<file path="config.mk">
export PLATFORM = sky130hd
export DESIGN_NAME = instr_splitter
export DESIGN_NICKNAME = d
export VERILOG_FILES = /design/src/rtl/isplit_pkg.sv /design/src/rtl/isplit_class_decode.sv /design/src/rtl/isplit_field_extract.sv /design/src/rtl/instr_splitter.sv
export SDC_FILE = /design/constraint.sdc
export NUM_CORES = 1
export LEC_CHECK = 0
export BUFFER_PORTS_ARGS = -buffer_cell sky130_fd_sc_hd__buf_4
export CORE_MARGIN = 2
export CORE_UTILIZATION = 35
export DETAILED_ROUTE_END_ITERATION = 16
export PLACE_DENSITY = 0.91
export SLEW_MARGIN = 20
export SYNTH_ARGS = -nofsm -noshare
export SYNTH_HDL_FRONTEND = slang
export SYNTH_SLANG_ARGS = --single-unit
</file>
<file path="constraint.sdc">
create_clock -name vclk -period 6.2
set_clock_uncertainty 0.1 [all_clocks]
set_input_delay 0.62 -clock vclk [all_inputs]
set_output_delay 0.62 -clock vclk [all_outputs]
set_load 0.01 [all_outputs]
</file>
<file path="src/rtl/isplit_pkg.sv">
package isplit_pkg;

  typedef enum logic [2:0] {
    ST_IDLE = 3'd0,
    ST_AOK  = 3'd1,
    ST_HLT  = 3'd2,
    ST_ADR  = 3'd3,
    ST_INS  = 3'd4
  } stat_e;

  typedef enum logic [1:0] {
    K_NONE = 2'd0,
    K_AT1  = 2'd1,
    K_AT2  = 2'd2
  } kpos_e;

  localparam logic [3:0] OP_HALT  = 4'h0;
  localparam logic [3:0] OP_NOP   = 4'h1;
  localparam logic [3:0] OP_RRMOV = 4'h2;
  localparam logic [3:0] OP_IRMOV = 4'h3;
  localparam logic [3:0] OP_STORE = 4'h4;
  localparam logic [3:0] OP_LOAD  = 4'h5;
  localparam logic [3:0] OP_ALU   = 4'h6;
  localparam logic [3:0] OP_JMP   = 4'h7;
  localparam logic [3:0] OP_CALL  = 4'h8;
  localparam logic [3:0] OP_RET   = 4'h9;
  localparam logic [3:0] OP_PUSH  = 4'hA;
  localparam logic [3:0] OP_POP   = 4'hB;
  localparam logic [3:0] NO_REG   = 4'hF;

  // Highest legal function code for each class.
  function automatic logic fun_legal(input logic [3:0] op, input logic [3:0] fn);
    case (op)
      OP_ALU:  return fn <= 4'd3;
      OP_JMP:  return fn <= 4'd6;
      default: return fn == 4'd0;
    endcase
  endfunction

endpackage

</file>
<file path="src/rtl/isplit_class_decode.sv">
module isplit_class_decode
  import isplit_pkg::*;
#(
  parameter int DW = 32,
  localparam int KB = DW / 8,
  localparam int LEN_W = $clog2(KB + 3)
) (
  input  logic [7:0]       head,
  output logic             legal,
  output logic             has_regs,
  output kpos_e            kpos,
  output stat_e            stat,
  output logic [LEN_W-1:0] len
);

  logic [3:0] op;
  logic [3:0] fn;
  logic       known;
  logic       r_raw;
  kpos_e      k_raw;

  // Length: one head byte, an optional register byte, an optional constant.
  function automatic logic [LEN_W-1:0] span(input logic r, input kpos_e k);
    return LEN_W'(1) + LEN_W'(r) + ((k != K_NONE) ? LEN_W'(KB) : '0);
  endfunction

  assign op = head[7:4];
  assign fn = head[3:0];

  always_comb begin
    known = 1'b1;
    r_raw = 1'b0;
    k_raw = K_NONE;
    case (op)
      OP_HALT, OP_NOP, OP_RET: ;
      OP_RRMOV, OP_ALU, OP_PUSH, OP_POP: r_raw = 1'b1;
      OP_IRMOV, OP_STORE, OP_LOAD: begin
        r_raw = 1'b1;
        k_raw = K_AT2;
      end
      OP_JMP, OP_CALL: k_raw = K_AT1;
      default: known = 1'b0;
    endcase
  end

  always_comb begin
    legal = known && fun_legal(op, fn);
    if (legal) begin
      has_regs = r_raw;
      kpos     = k_raw;
      len      = span(r_raw, k_raw);
      stat     = (op == OP_HALT) ? ST_HLT : ST_AOK;
    end else begin
      has_regs = 1'b0;
      kpos     = K_NONE;
      len      = LEN_W'(1);
      stat     = ST_INS;
    end
  end

endmodule

</file>
<file path="src/rtl/isplit_field_extract.sv">
module isplit_field_extract
  import isplit_pkg::*;
#(
  parameter int DW = 32,
  localparam int TAIL_W = 8 + DW
) (
  input  logic [TAIL_W-1:0] tail,
  input  logic              has_regs,
  input  kpos_e             kpos,
  output logic [3:0]        ra,
  output logic [3:0]        rb,
  output logic [DW-1:0]     konst
);

  // tail[7:0] is byte 1; the window is already little-endian, so a constant
  // is a straight slice starting at its first byte.
  assign ra = has_regs ? tail[7:4] : NO_REG;
  assign rb = has_regs ? tail[3:0] : NO_REG;

  always_comb begin
    case (kpos)
      K_AT1:   konst = tail[DW-1:0];
      K_AT2:   konst = tail[DW+7:8];
      default: konst = '0;
    endcase
  end

endmodule

</file>
<file path="src/rtl/instr_splitter.sv">
module instr_splitter
  import isplit_pkg::*;
#(
  parameter int AW = 32,
  parameter int DW = 32,
  parameter bit OUT_REG = 1'b0,
  localparam int KB = DW / 8,
  localparam int WIN_W = 8 * (KB + 2),
  localparam int LEN_W = $clog2(KB + 3)
) (
  input  logic             clk,
  input  logic             rst_n,
  input  logic [AW-1:0]    fetch_pc,
  input  logic [WIN_W-1:0] fetch_win,
  output logic [3:0]       out_icode,
  output logic [3:0]       out_ifun,
  output logic [3:0]       out_ra,
  output logic [3:0]       out_rb,
  output logic [DW-1:0]    out_valc,
  output logic [LEN_W-1:0] out_len,
  output logic [AW-1:0]    out_next_pc,
  output logic             out_ok,
  output logic [2:0]       out_stat
);

  function automatic logic [AW-1:0] advance(input logic [AW-1:0] pc,
                                            input logic [LEN_W-1:0] n);
    return pc + AW'(n);
  endfunction

  // Named decode events, visible to the assertions below.
  logic             c_ok;
  logic             c_has_regs;
  kpos_e            c_kpos;
  stat_e            c_stat;
  logic [LEN_W-1:0] c_len;
  logic [3:0]       c_ra;
  logic [3:0]       c_rb;
  logic [DW-1:0]    c_valc;
  logic [AW-1:0]    c_next;

  isplit_class_decode #(.DW(DW)) u_class (
    .head     (fetch_win[7:0]),
    .legal    (c_ok),
    .has_regs (c_has_regs),
    .kpos     (c_kpos),
    .stat     (c_stat),
    .len      (c_len)
  );

  isplit_field_extract #(.DW(DW)) u_fields (
    .tail     (fetch_win[WIN_W-1:8]),
    .has_regs (c_has_regs),
    .kpos     (c_kpos),
    .ra       (c_ra),
    .rb       (c_rb),
    .konst    (c_valc)
  );

  assign c_next = advance(fetch_pc, c_len);

  generate
    if (OUT_REG) begin : g_reg
      logic armed;

      always_ff @(posedge clk or negedge rst_n) begin
        if (!rst_n) begin
          out_icode   <= '0;
          out_ifun    <= '0;
          out_ra      <= '0;
          out_rb      <= '0;
          out_valc    <= '0;
          out_len     <= '0;
          out_next_pc <= '0;
          out_ok      <= 1'b0;
          out_stat    <= '0;
          armed       <= 1'b0;
        end else begin
          out_icode   <= fetch_win[7:4];
          out_ifun    <= fetch_win[3:0];
          out_ra      <= c_ra;
          out_rb      <= c_rb;
          out_valc    <= c_valc;
          out_len     <= c_len;
          out_next_pc <= c_next;
          out_ok      <= c_ok;
          out_stat    <= 3'(c_stat);
          armed       <= 1'b1;
        end
      end

      // the stage is exactly one edge deep.
      a_r10_one_edge: assert property (@(posedge clk) disable iff (!rst_n)
        armed |-> (out_len == $past(c_len) && out_ok == $past(c_ok)
                   && out_valc == $past(c_valc) && out_next_pc == $past(c_next)));
    end else begin : g_comb
      assign out_icode   = fetch_win[7:4];
      assign out_ifun    = fetch_win[3:0];
      assign out_ra      = c_ra;
      assign out_rb      = c_rb;
      assign out_valc    = c_valc;
      assign out_len     = c_len;
      assign out_next_pc = c_next;
      assign out_ok      = c_ok;
      assign out_stat    = 3'(c_stat);
    end
  endgenerate

  a_r2_len_legal: assert property (@(posedge clk) disable iff (!rst_n)
    c_ok |-> (c_len == LEN_W'(1) || c_len == LEN_W'(2)
              || c_len == LEN_W'(KB + 1) || c_len == LEN_W'(KB + 2)));

  a_r3_no_reg_fill: assert property (@(posedge clk) disable iff (!rst_n)
    (c_ok && !c_has_regs) |-> (c_ra == NO_REG && c_rb == NO_REG));

  a_r5_zero_halts: assert property (@(posedge clk) disable iff (!rst_n)
    (fetch_win[7:0] == 8'h00) |-> (c_stat == ST_HLT && c_ok && c_len == LEN_W'(1)));

  a_r8_bad_shape: assert property (@(posedge clk) disable iff (!rst_n)
    (c_stat == ST_INS) |-> (!c_ok && c_len == LEN_W'(1) && c_ra == NO_REG
                            && c_rb == NO_REG && c_valc == '0));

endmodule

</file>
# Word level (Yosys, flattened, before mapping)
# Index checks and enable logic that the tools add are counted.
totals:
  input_bits: 82
  word_cells: 39
  regBits: 0
op_classes:
  reduce_logical: 8
  muxes: 13
  addsub: 3
  n_lt_le_gt_ge: 2
  n_eq_ne: 13
op_table:
  columns: ["cell", "n"]
  rows:
  - ["32-bit one-hot mux with 2 select lines", 1]
  - ["32-bit by 3-bit adder with 32-bit output", 1]
  - ["4-bit by 3-bit == test with 1-bit output, second input constant", 4]
  - ["4-bit == test, second input constant", 4]
  - ["12-bit OR reduction", 1]
  - ["3-bit 2-to-1 mux", 3]
  - ["4-bit by 2-bit == test with 1-bit output, second input constant", 2]
  - ["4-bit zero test", 2]
  - ["4-bit 2-to-1 mux", 2]
  - ["7-bit OR reduction", 1]
  - ["4-bit by 1-bit == test with 1-bit output, second input constant", 1]
  - ["4-bit by 2-bit less-or-equal comparator with 1-bit output, second input constant", 1]
  - ["4-bit by 3-bit less-or-equal comparator with 1-bit output, second input constant", 1]
  - ["2-bit 2-to-1 mux", 2]
  - ["2-bit one-hot mux with 2 select lines", 1]
  - ["3-bit adder", 1]
  - ["1-bit 2-to-1 mux", 3]
  - ["3-bit OR reduction", 1]
  - ["1-bit by 1-bit adder with 2-bit output, first input constant", 1]
  - ["2-bit by 1-bit == test with 1-bit output, second input constant", 1]
  - ["2-bit == test, second input constant", 1]
  - ["1-bit one-hot mux with 2 select lines", 1]
  - ["2-bit nonzero test", 1]
  - ["2-bit OR reduction", 1]
  - ["1-bit logical AND", 1]

# Logic depth before layout (Yosys ltp)
depth:
  depth_word: 8
  ltp_mapped: 11

# Cells and area by module
# Synthesis repeated with hierarchy kept, for this count alone.
unflattened:
  cells_unflattened: 211
  hier_area_um2: 1426.4
modules_own_cells:
  columns: ["module", "cells_per_inst", "area_per_inst_um2", "seq_area_each_um2", "n_inst"]
  rows:
  - ["instr_splitter", 102, 738.2, 0.0, 1]
  - ["isplit_field_extract", 85, 523.0, 0.0, 1]
  - ["isplit_class_decode", 24, 165.2, 0.0, 1]

# Least setup slack after synthesis
# OpenSTA, ideal clock, no wires.
synth_timing:
  path_type: "input-to-output"
  start: "input fetch_win[7]"
  end: "output out_next_pc[14]"
  arrival_ps: 3256
  path_stages: 10
  setup_slack_ps: 2224
  cell_sequence: "nand4b_1 > a21o_1 > a2111oi_4 > inv_1 > ha_1 > fa_1 > a21oi_1 > nor4_1 > nand4_1 > xnor2_1"
synth_between:
  elab_cells_between_ends: 27
synth_rtl:
  columns: ["item", "line_no", "rtl"]
  rows:
  - ["start: declaration", "instr_splitter.sv:14", "input logic [WIN_W-1:0] fetch_win,"]
  - ["4-bit by 2-bit == test with 1-bit output, or another cell as far along", "isplit_class_decode.sv:34", "case (op)"]
  - ["7-bit OR reduction (no line)", null, null]
  - ["1-bit 2-to-1 mux", "isplit_class_decode.sv:34", null]
  - ["1-bit by 1-bit adder with 2-bit output", "isplit_class_decode.sv:24", "return LEN_W'(1) + LEN_W'(r) + ((k != K_NONE) ? LEN_W'(KB) : '0);"]
  - ["3-bit adder", "isplit_class_decode.sv:24", null]
  - ["3-bit 2-to-1 mux *", "isplit_class_decode.sv:48", "if (legal) begin"]
  - ["via out_len[1]", "instr_splitter.sv:20", "output logic [LEN_W-1:0] out_len,"]
  - ["32-bit by 3-bit adder with 32-bit output *", "instr_splitter.sv:28", "return pc + AW'(n);"]
  - ["end: declaration", "instr_splitter.sv:21", "output logic [AW-1:0] out_next_pc,"]
# The timed path passes the listed nets; every way through them passes the cells marked *.

# Final worst setup path
layout_timing:
  start: "input fetch_win[7]"
  end: "output out_next_pc[28]"
layout_between:
  elab_chain_len: 8
  elab_cells_between_ends: 27
layout_rtl:
  columns: ["item", "line_no"]
  rows:
  - ["4-bit by 2-bit == test with 1-bit output, or another cell as far along", "isplit_class_decode.sv:34"]
  - ["3-bit OR reduction / 2-bit OR reduction (equally long branches)", "isplit_class_decode.sv:34"]
  - ["2-bit one-hot mux with 2 select lines", "isplit_class_decode.sv:34"]
  - ["2-bit nonzero test", "isplit_class_decode.sv:24"]
  - ["3-bit 2-to-1 mux", "isplit_class_decode.sv:24"]
  - ["3-bit adder", "isplit_class_decode.sv:24"]
  - ["3-bit 2-to-1 mux *", "isplit_class_decode.sv:48"]
  - ["32-bit by 3-bit adder with 32-bit output *", "instr_splitter.sv:28"]
# Every way passes the cells marked *; elsewhere a longest branch is shown, timed or not.

==> flow_metrics.py <==
metrics = {
    "status": {
        "status": "complete, no violations",
    },
    "yosys": {
        "yosysWarnings": 0,
        "syn_avg_cell_area_um2": 6.37,
        "synth_fp_nets": 299,
        "synth_seq_area_share": 0,
        "synth_area_um2": 1350,
        "ys_types": 32,
        "yosysTopAreaCell": "a22oi_1",
        "yosysTopAreaCellShare": 0.179,
        "synthTopCellsByArea": "a22oi_1 18%, xnor2_1 18%, nor2_1 11%",
        "synthCells": 211,
    },
    "sta": {
        "max_clock_freq_mhz": 218,
        "max_slew.worst_pin.slew_ps": 1050,
        "worst_slack_ps": 1620,
        "tns_ps": 0,
        "finalHoldViolCount": 0,
        "relSlewSlack": 0.301,
        "fin_crit_ps": 4580,
        "period_share": 0.739,
        "setup_viol": 0,
        "slew_violations": 0,
        "worst_hold_slack_ps": 1330,
        "rsz0062_at_grt": "false",
    },
    "cells_and_area": {
        "final_cell_mix": "168 x buf_4, 38 x nor2_1, 32 x a22oi_1, 27 x xnor2_1, 17 x nand2_1",
        "final_common_cell": "buf_4",
        "seq_cell_count": 0,
        "seq_area_um2": 0,
        "fin_nets": 451,
        "drive_gt1_frac": 0.476,
        "multi_input_area_um2": 1230,
        "num_antenna_cells": 0,
        "clkbuf_count": 0,
        "fillers": 310,
        "stdcell_count": 409,
        "syn_to_final_growth_pct": 90.9,
    },
    "detailed_routing": {
        "wl_met1_mm": 2.02,
        "viasPerCell": 5.34,
        "wl_met2_mm": 2.99,
        "detail_route.wl_per_cell_um": 14.3,
        "dr_wl_met3_um": 729,
        "wl_mm": 5.86,
        "drt_pass1_iterations": 4,
        "ant_nets": 0,
        "vias": 2186,
        "drc": 0,
        "top_layer": "met4",
        "drtIter0Drc": 187,
    },
    "min_path": {
        "holdCritPathClass": "in2out",
    },
    "die": {
        "die_area_um2": 4350,
        "initial_core_util": 0.365,
        "ios": 169,
        "num_rows": 22,
        "dieWidth_um": 66.0,
        "coreArea_um2": 3690,
        "die_h_um": 66.0,
    },
    "worst_setup_path": {
        "crit_fanout": 12,
        "cp.arrival_ps": 3860,
        "worstSetupEndpointType": "output port",
        "required_ps": 5480,
        "startpoint_type": "primary input",
        "critPathKind": "in2out",
    },
    "global_route": {
        "grt_start_max_net_pins": 33,
        "grt_pass1_wl_mm": 8.76,
        "track_usage": 0.245,
        "grt_pass1_vias": 1940,
        "grt_overflow": 0,
        "antenna_found_initial": 0,
    },
    "pwr": {
        "irDropWorstVdd_uv": 35.2,
        "p_leak_nw": 1.12,
        "p_per_area_nw_per_um2": 48.4,
    },
    "placed_design": {
        "dp_slack_ps": 1650,
        "dp_cells": 409,
        "numPortBuffers": 167,
        "gp_congestion": 0.877,
        "place_hpwl_mm": 4.83,
    },
    "job": {
        "cap_violations": 0,
    },
    "cts": {
        "ctsResizeCount": 0,
        "postCtsSetupBuffers": 0,
        "cts_hold_buf": 0,
    },
}
## per-layer routing
metal	up-vias	GRT usage
met5	-	0
met4	0	0.0587
met3	10	0.0681
met2	111	0.460
met1	997	0.271
li1	1068	-
## area by class of cell
type,count,share of cell area
multi-input combinational,189,0.480
inverter,4,0.00585
tap,48,0.0234
timing repair buffer,168,0.491
## worst paths after layout
path | cells after the start | slack, ps | from | endpoint
hold / removal | 2 | 1330 | fetch_win[3] | out_ifun[3]
setup / recovery | 12 | 1620 | fetch_win[7] | out_next_pc[28]
## stage by stage
stage / area (um^2) / util / power, mW
2_1_floorplan: 1350 / - / 0.0450
3_3_place_gp: 2570 / 0.696 / 0.122
3_5_place_dp: 2570 / 0.696 / 0.124
4_1_cts: 2570 / 0.696 / 0.124
5_1_grt: 2570 / 0.696 / 0.134
6_report: 2570 / 0.696 / 0.124
## kinds of logic after synthesis
group           synth area share
fa+ha+maj                 0.0614
xor+xnor                   0.195
buf+inv                   0.0846
simple gates               0.396
compound gates             0.262
## critical path, stage by stage
cell and delay (ps):
buf_4 140, nand4b_1 240, a21o_1 250, a2111oi_4 860, inv_1 150, ha_1 270, fa_1 410, a21oi_1 330
nor4_2 160, nand4_1 140, xnor2_1 140, buf_4 150
## Yosys cell counts (5+ instances only)
cell      number
clkbuf_1       9
a22oi_1       32
buf_4          8
nand2_1       17
nand3_1        7
xnor2_1       27
nor3_1         6
ha_1           5
nand2b_1      10
a21oi_1        6
nand4_1       16
nor2_1        38
## where the power goes
part | switching (mW) | leakage [nW] | total, mW | internal, mW
Combinational | 0.0544 | 1.12 | 0.124 | 0.0699
Clock | 0 | 0 | 0 | 0
Sequential | 0 | 0 | 0 | 0
No activity file was read; power rests on OpenSTA's default activity.
